===== src/rtl/intreq_pkg.sv =====
package intreq_pkg;
    localparam int unsigned REG_W_D    = 8;
    localparam int unsigned REQ_W_D    = 6;
    localparam int unsigned ADDR_W_D   = 8;
    localparam logic [7:0]  REG_ADDR_D = 8'hFA;

    typedef enum logic [0:0] {
        ST_DISARMED = 1'b0,
        ST_ARMED    = 1'b1
    } arm_state_t;
endpackage


===== src/rtl/intreq_arm_fsm.sv =====
module intreq_arm_fsm
    import intreq_pkg::*;
(
    input  logic clk,
    input  logic por_n,
    input  logic ei_stb,
    input  logic di_stb,
    output logic armed
);
    arm_state_t state_q;
    arm_state_t state_d;

    // state register
    always_ff @(posedge clk or negedge por_n) begin
        if (!por_n) begin
            state_q <= ST_DISARMED;
        end else begin
            state_q <= state_d;
        end
    end

    // transitions: T_WAIT, T_ARM, T_HOLD
    always_comb begin
        state_d = state_q;
        unique case (state_q)
            ST_DISARMED: begin
                if (ei_stb) begin
                    state_d = ST_ARMED;      // T_ARM
                end else begin
                    state_d = ST_DISARMED;   // T_WAIT
                end
            end
            ST_ARMED: begin
                if (di_stb) begin
                    state_d = ST_ARMED;      // T_HOLD, disable strobe leaves arming alone
                end else begin
                    state_d = ST_ARMED;      // T_HOLD
                end
            end
            default: state_d = ST_DISARMED;
        endcase
    end

    // outputs
    always_comb begin
        unique case (state_q)
            ST_ARMED:    armed = 1'b1;
            ST_DISARMED: armed = 1'b0;
            default:     armed = 1'b0;
        endcase
    end
endmodule


===== src/rtl/intreq_bit_cell.sv =====
module intreq_bit_cell (
    input  logic clk,
    input  logic por_n,
    input  logic armed,
    input  logic req,
    input  logic ack,
    input  logic wr_hit,
    input  logic wr_bit,
    output logic q
);
    // priority while armed: request, then write, then acknowledge
    always_ff @(posedge clk or negedge por_n) begin
        if (!por_n) begin
            q <= 1'b0;
        end else if (armed) begin
            if (req) begin
                q <= 1'b1;
            end else if (wr_hit) begin
                q <= wr_bit;
            end else if (ack) begin
                q <= 1'b0;
            end
        end
    end
endmodule


===== src/rtl/intreq_bus_port.sv =====
module intreq_bus_port #(
    parameter int unsigned       ADDR_W   = 8,
    parameter int unsigned       REG_W    = 8,
    parameter logic [ADDR_W-1:0] REG_ADDR = 8'hFA
) (
    input  logic [ADDR_W-1:0] acc_addr,
    input  logic              wr_en,
    input  logic [REG_W-1:0]  reg_q,
    output logic              wr_hit,
    output logic [REG_W-1:0]  rd_data
);
    logic sel;

    always_comb begin
        sel     = (acc_addr == REG_ADDR);
        wr_hit  = sel && wr_en;
        rd_data = sel ? reg_q : '0;
    end
endmodule


===== src/rtl/intreq_latch.sv =====
module intreq_latch
    import intreq_pkg::*;
#(
    parameter int unsigned       REG_W    = REG_W_D,
    parameter int unsigned       REQ_W    = REQ_W_D,
    parameter int unsigned       ADDR_W   = ADDR_W_D,
    parameter logic [ADDR_W-1:0] REG_ADDR = REG_ADDR_D
) (
    input  logic              clk,
    input  logic              por_n,
    input  logic [REQ_W-1:0]  req_i,
    input  logic [REQ_W-1:0]  ack_i,
    input  logic              ei_stb,
    input  logic              di_stb,
    input  logic [ADDR_W-1:0] acc_addr,
    input  logic              wr_en,
    input  logic [REG_W-1:0]  wr_data,
    output logic [REG_W-1:0]  rd_data
);
    logic             armed;
    logic             wr_hit;
    logic [REG_W-1:0] reg_q;

    intreq_arm_fsm u_fsm (
        .clk    (clk),
        .por_n  (por_n),
        .ei_stb (ei_stb),
        .di_stb (di_stb),
        .armed  (armed)
    );

    intreq_bus_port #(
        .ADDR_W   (ADDR_W),
        .REG_W    (REG_W),
        .REG_ADDR (REG_ADDR)
    ) u_port (
        .acc_addr (acc_addr),
        .wr_en    (wr_en),
        .reg_q    (reg_q),
        .wr_hit   (wr_hit),
        .rd_data  (rd_data)
    );

    for (genvar i = 0; i < REG_W; i++) begin : g_bit
        if (i < REQ_W) begin : g_req
            intreq_bit_cell u_cell (
                .clk    (clk),
                .por_n  (por_n),
                .armed  (armed),
                .req    (req_i[i]),
                .ack    (ack_i[i]),
                .wr_hit (wr_hit),
                .wr_bit (wr_data[i]),
                .q      (reg_q[i])
            );
        end else begin : g_plain
            intreq_bit_cell u_cell (
                .clk    (clk),
                .por_n  (por_n),
                .armed  (armed),
                .req    (1'b0),
                .ack    (1'b0),
                .wr_hit (wr_hit),
                .wr_bit (wr_data[i]),
                .q      (reg_q[i])
            );
        end
    end
endmodule


===== config.mk =====
export PLATFORM = sky130hd
export DESIGN_NAME = intreq_latch
export DESIGN_NICKNAME = d
export VERILOG_FILES = /design/src/rtl/intreq_pkg.sv /design/src/rtl/intreq_arm_fsm.sv /design/src/rtl/intreq_bit_cell.sv /design/src/rtl/intreq_bus_port.sv /design/src/rtl/intreq_latch.sv
export SDC_FILE = /design/constraint.sdc
export NUM_CORES = 1
export LEC_CHECK = 0
export BUFFER_PORTS_ARGS = -buffer_cell sky130_fd_sc_hd__buf_4
export CORE_MARGIN = 4
export CORE_UTILIZATION = 35
export CTS_CLUSTER_DIAMETER = 30
export CTS_CLUSTER_SIZE = 16
export DETAILED_ROUTE_END_ITERATION = 6
export GPL_ROUTABILITY_DRIVEN = 0
export HOLD_SLACK_MARGIN = 0.15
export PLACE_DENSITY = 0.79
export SLEW_MARGIN = 20
export SYNTH_ARGS = -nofsm -noshare
export SYNTH_HDL_FRONTEND = slang
export SYNTH_HIERARCHICAL = 1
export SYNTH_SLANG_ARGS = --single-unit

===== constraint.sdc =====
create_clock -name clk -period 1.2 [get_ports clk]
set_input_delay 0.06 -clock clk [delete_from_list [all_inputs] [get_ports clk]]
set_output_delay 0.06 -clock clk [all_outputs]
set_load 0.05 [all_outputs]

==> flow_metrics.py, run 1 <==
metrics = {
    "status": {
        "status": "finished, final reports clean",
    },
    "grt": {
        "grt_pass1_wl_um": 2670,
        "overflow": 0,
        "grt_max_degree": 18,
        "grt_usage_pct": 17.5,
        "antenna_found_initial": 0,
        "grt_pass1_vias": 657,
    },
    "finish": {
        "stdcell_count": 136,
        "nFillCells": 86,
        "drive_above_1_share_pct": 46.3,
        "final_cell_mix": "buf_4 (43), dlygate4sd3_1 (16), inv_1 (9)",
        "area_delta_synth_final_pct": 109,
        "final_common_cell": "buf_4",
        "fin_nets": 155,
        "n_antenna_cell": 0,
        "fin_util_pct": 81.5,
    },
    "placement": {
        "hpwl_um": 1240,
        "port_buffers": 39,
        "numPlacedInstances": 116,
        "dp_slack_ns": 0.00488,
    },
    "drt": {
        "route.vias.total": 666,
        "viasPerCell": 4.90,
        "drc_errors": 0,
        "drt-initial-drc-count": 8,
        "routed_wl_um": 1770,
        "dr.pass1.iters": 4,
        "ant_nets": 0,
        "wl_per_cell_um": 13.0,
    },
    "timing": {
        "fin_crit_sh_pct": 94.4,
        "slew_viol_final": 0,
        "finalHoldViolCount": 0,
        "rsz0062_at_grt": "no",
        "fin_tns_setup_ns": 0,
        "clock.fmax_mhz": 883,
        "setup_ws_ns": 0.0676,
        "fin_crit_ns": 1.13,
        "skew_ns": 0.00240,
        "setup_viol": 0,
    },
    "floorplanning": {
        "die_h_um": 47.0,
        "die_x_um": 47.0,
        "placement_rows": 13,
        "initial_core_util_pct": 38.9,
        "die-area_sq_um": 2210,
        "io-pin-count": 41,
        "core_sq_um": 1370,
    },
    "cts": {
        "clk_latency_ns": 0.26,
        "cts_tree": "done",
        "cts.htree.levels": 1,
        "cts_buffers": 3,
        "clk_pin_slew_ns": 0.06,
        "clock_path_buffers": 2,
        "post_cts_buffers": 0,
        "root_buffer": "clkbuf_4",
        "cts_sinks": 9,
    },
    "synthesis": {
        "syn_area_sq_um": 532,
        "synth.largest_area_cell": "dfrtp_1",
        "synth.area.top_cells": "dfrtp_1 (42%), a22o_1 (13%), a21o_1 (11%), nand4b_4 (8.9%), nor3_1 (8.5%)",
        "ys_types": 9,
        "syn_area_per_cell_sq_um": 9.67,
        "yosysSeqAreaShare_pct": 42.4,
        "synth.top_cell.area_share_pct": 42.4,
        "synth_cells": 55,
        "synth-seq-cells": 9,
        "ys_warn_count": 6,
    },
    "hold_path": {
        "hp-class": "in -> reg",
    },
    "pwr": {
        "switching_share_pct": 24.0,
        "ir_worst_vdd_uv": 643,
        "p_switching_uw": 185,
        "clockPowerShare_pct": 30.6,
        "p_total_uw": 770,
        "internal_power_uw": 585,
        "power_leakage_uw": 0.000614,
        "seq_power_share_pct": 43.2,
        "p_comb_share_pct": 26.3,
        "power.density_nw_per_um2": 691,
    },
    "worst_setup_path": {
        "start_kind": "flip-flop",
        "path_class": "reg -> out",
        "end_kind": "output pin",
        "worstPathMaxFanout": 2,
        "crit_required_ns": 1.14,
        "worst-endpoint-arrival_ns": 1.07,
    },
    "job": {
        "drv_cap": 0,
    },
}
[critical path, stage by stage, from the launching register on]
cell,delay [ns]
dfrtp_1,0.34
inv_1,0.04
nor3_1,0.19
buf_4,0.23
[final timing paths]
path                       slack (ns)                                    end  cells after the start                                start
min                              0.17    g_bit[1].g_req.u_cell/q$_DFFE_PN0P_                      3                             ack_i[1]
min in group asynchronous        0.18  g_bit[7].g_plain.u_cell/q$_DFFE_PN0P_                      2                                por_n
max reg2reg                      0.19  g_bit[7].g_plain.u_cell/q$_DFFE_PN0P_                      2              u_fsm/state_q$_DFF_PN0_
max                              0.07                             rd_data[5]                      3  g_bit[5].g_req.u_cell/q$_DFFE_PN0P_
max in group asynchronous        0.87                u_fsm/state_q$_DFF_PN0_                      2                                por_n
min reg2reg                      0.51    g_bit[1].g_req.u_cell/q$_DFFE_PN0P_                      1  g_bit[1].g_req.u_cell/q$_DFFE_PN0P_
[cell families (layout without fill, tap and decap cells)]
family | count (synthesis) | in the layout | share of synthesized area, %
buffers and inverters | 9 | 72 | 6.35
flip-flops | 9 | 9 | 42.4
AO/OA/AOI/OAI | 24 | 24 | 32.0
other | 1 | 4 | 0.705
AND/OR/NAND/NOR | 12 | 12 | 18.6
[power by group through the flow]
stage               sequential [uW]  clock [uW]  combinational (uW)
floorplan                       335           0                59.4
global placement                337           0                 154
detailed placement              338           0                 158
CTS                             332         240                 200
global route                    334         247                 221
finish                          332         235                 202
[synthesized netlist by cell type (all sizes together)]
master	instances
a22o	8
o21ai	8
or2	1
dfrtp	9
inv	9
conb	1
nand4b	2
a21o	8
nor3	9
[layer usage]
layer,share of wire (%),global-route usage [%],vias to the layer above
li1,-,-,332
met1,35,17.9,294
met2,53,35.0,36
met3,11,2.68,4
met4,1.3,6.63,0
met5,0,0,-
[metrics by stage]
| step | hold WS [ns] | instance area, sq um |
|---|---|---|
| finish | 0.172 | 1110 |
| global route | 0.175 | 1110 |
| CTS | 0.158 | 1110 |
| detailed placement | -0.109 | 921 |
| global placement | -0.111 | 921 |
| floorplan | -0.236 | 579 |
[layout make-up]
type,count,area [sq um],area share (%)
clock buffer,4,26.3,2.36
inverter,9,33.8,3.03
multi-input combinational,40,325,29.2
sequential,9,226,20.3
tap,15,18.8,1.69
timing repair buffer,59,483,43.4
[sequential cells by signal (all words and copies together) (netlist names)]
| signal | cells |
|---|---|
| g_bit.g_req.u_cell/q | 6 |
| u_fsm/state_q | 1 |
| g_bit.g_plain.u_cell/q | 2 |
[repair_timing]
item | in CTS | in global routing
hold buffers | 16 | 0
endpoints found under the setup margin | 0 | 3
resized for setup | 0 | 2
hold endpoints to repair | 18 | 0
(Power assumes the default switching activity.)
==> inputs of run 2 (changes only) <==
- CORE_UTILIZATION: 35 -> 37
- PLACE_DENSITY: 0.79 -> 0.83
==> run 2 against run 1 <==
Against the previous run:
- non-clock buffer count is the same
- sequential share of layout area shrank 0.31 points
- clock power grew 8.5%
- critical path depth is the same
- first-iteration DRC count grew 13%
- final area grew 1.6%
- flip-flop and latch count is the same
- critical path type unchanged
- largest power group unchanged
- highest routed layer unchanged
==> flow_metrics.py, run 2 (synthesized netlist as in run 1, its figures left out) <==
metrics = {
    "drt": {
        "drc_errors": 0,
        "route.vias.total": 691,
        "viasPerCell": 5.08,
        "wl_per_cell_um": 16.3,
        "routed_wl_um": 2220,
        "drt-initial-drc-count": 9,
        "ant_nets": 0,
        "dr.pass1.iters": 4,
    },
    "worst_setup_path": {
        "crit_path_cell_trace": "inv_1 -> nor3_1 -> buf_4",
        "worst-endpoint-arrival_ns": 1.11,
        "reg2reg_from": "u_fsm/state_q$_DFF_PN0_",
        "cpMaxStageDelayCell": "dfrtp_1",
        "critPathLaunch": "g_bit[6].g_plain.u_cell/q$_DFFE_PN0P_",
        "r2r-end": "g_bit[5].g_req.u_cell/q$_DFFE_PN0P_",
        "end_kind": "output pin",
        "start_kind": "flip-flop",
        "crit_required_ns": 1.14,
        "slowest_delay_ns": 0.36,
        "path_class": "reg -> out",
        "worst-r2r-setup-slack_ns": 0.17,
        "worstRegToRegCells": 2,
        "worstPathMaxFanout": 2,
    },
    "grt": {
        "overflow": 0,
        "grt_max_degree": 18,
        "grt-busiest-layer": "met2",
        "antenna_found_initial": 0,
        "met2_usage_pct": 44.0,
        "grt_pass1_vias": 802,
        "grt_pass1_wl_um": 3330,
        "grt_usage_pct": 22.4,
        "grtUsageMet3_pct": 1.19,
        "grtUsageMet1_pct": 22.4,
    },
    "finish": {
        "reg.largest.list": "g_bit.g_req.u_cell/q x6, g_bit.g_plain.u_cell/q x2, u_fsm/state_q x1",
        "nFillCells": 81,
        "drive_above_1_share_pct": 47.1,
        "final_cell_mix": "buf_4 (42), dlygate4sd3_1 (16), inv_1 (9)",
        "post-route-cell-area_sq_um": 1130,
        "multi_input_area_sq_um": 330,
        "area_delta_synth_final_pct": 113,
        "regMostFlops": "g_bit.g_req.u_cell/q",
        "stdcell_count": 136,
        "fin_nets": 155,
        "n_antenna_cell": 0,
        "largest_reg_flops": 6,
        "register_area_sq_um": 226,
        "final_common_cell": "buf_4",
    },
    "status": {
        "status": "finished, final reports clean",
    },
    "floorplanning": {
        "io-pin-count": 41,
        "initial_core_util_pct": 39.9,
        "placement_rows": 13,
        "die-area_sq_um": 2110,
        "die_h_um": 45.9,
        "core_sq_um": 1330,
        "die_x_um": 45.9,
    },
    "cts": {
        "root_buffer": "clkbuf_4",
        "clk_pin_slew_ns": 0.07,
        "clk_latency_ns": 0.27,
        "cts_sinks": 9,
        "cts_buffers": 3,
        "clock_path_buffers": 2,
        "cts.htree.levels": 1,
        "cts_tree": "done",
    },
    "pwr": {
        "power.density_nw_per_um2": 706,
        "power_leakage_uw": 0.000617,
        "ir_worst_vdd_uv": 629,
    },
    "timing": {
        "setup_viol": 0,
        "fin_tns_setup_ns": 0,
        "fin_crit_ns": 1.17,
        "finalHoldViolCount": 0,
        "fin_crit_sh_pct": 97.2,
        "skew_ns": 0.000349,
        "clock.fmax_mhz": 857,
        "slew_viol_final": 0,
    },
    "job": {
        "drv_cap": 0,
    },
    "placement": {
        "numPlacedInstances": 116,
        "port_buffers": 39,
        "hpwl_um": 1330,
        "dpl-instance-area_sq_um": 933,
    },
    "hold_path": {
        "hp-class": "in -> async",
    },
}
## run 2: cell count changes in the layout (fill, tap and decap cells not counted)
cell,previous run,this run
nor3_1,2,1
nor3_2,6,7
buf_12,0,1
buf_4,43,42
## run 2: metal layers
metal	part of all wire, %	vias up	wire length (um)
met5	0	-	0
met4	3.1	0	68
met3	5.1	6	113
met2	58	31	1280
met1	34	325	758
li1	-	329	-
## run 2: area by class of cell
cell class	instances	area share, %
repair buffers	59	43.8
multi-input cells	40	29.2
flip-flops and latches	9	20.0
inverters	9	2.99
clock buffers	4	2.32
well taps	15	1.66
## run 2: power breakdown
group / internal [uW] / switching [uW] / total, uW / leakage, uW
combinational: 135 / 75.0 / 210 / 0.000507
sequential: 322 / 11.5 / 334 / 0.0000944
clock: 129 / 126 / 255 / 0.0000150
total: 586 / 212 / 798 / 0.000617
## run 2: worst max-delay path, delay by kind of cell (launching register included)
kind                   cells  cell delay [ns]
AND/OR/NAND/NOR            1             0.20
flip-flops                 1             0.36
buffers and inverters      2             0.28
## run 2: worst max path at each step
stage	slack [ns]	to	depth (start not counted)
4_1_cts	0.03	g_bit[5].g_req.u_cell/q$_DFFE_PN0P_	2
2_1_floorplan	-0.31	rd_data[5]	2
3_3_place_gp	0.03	g_bit[1].g_req.u_cell/q$_DFFE_PN0P_	6
6_report	0.03	rd_data[6]	3
3_5_place_dp	-0.001	g_bit[4].g_req.u_cell/q$_DFFE_PN0P_	6
5_1_grt	-0.01	rd_data[7]	3
## run 2: repair_timing
item / 4_1_cts / 5_1_grt
gates resized for setup: 0 / 3
hold endpoints to repair: 18 / 0
buffers inserted: 0 / 0
endpoints found under the setup margin: 0 / 19
hold buffers: 17 / 0
## run 2: stage by stage
| step | power (uW) | hold WS [ns] | util, % | setup slack (ns) |
|---|---|---|---|---|
| after floorplan | 395 | -0.236 | - | -0.307 |
| after global placement | 491 | -0.110 | 70.0 | 0.0257 |
| after detailed placement | 499 | -0.107 | 70.0 | -0.00109 |
| after CTS | 790 | 0.162 | 84.7 | 0.0332 |
| after global routing | 839 | 0.149 | 84.8 | -0.0104 |
| final | 798 | 0.148 | 84.8 | 0.0334 |
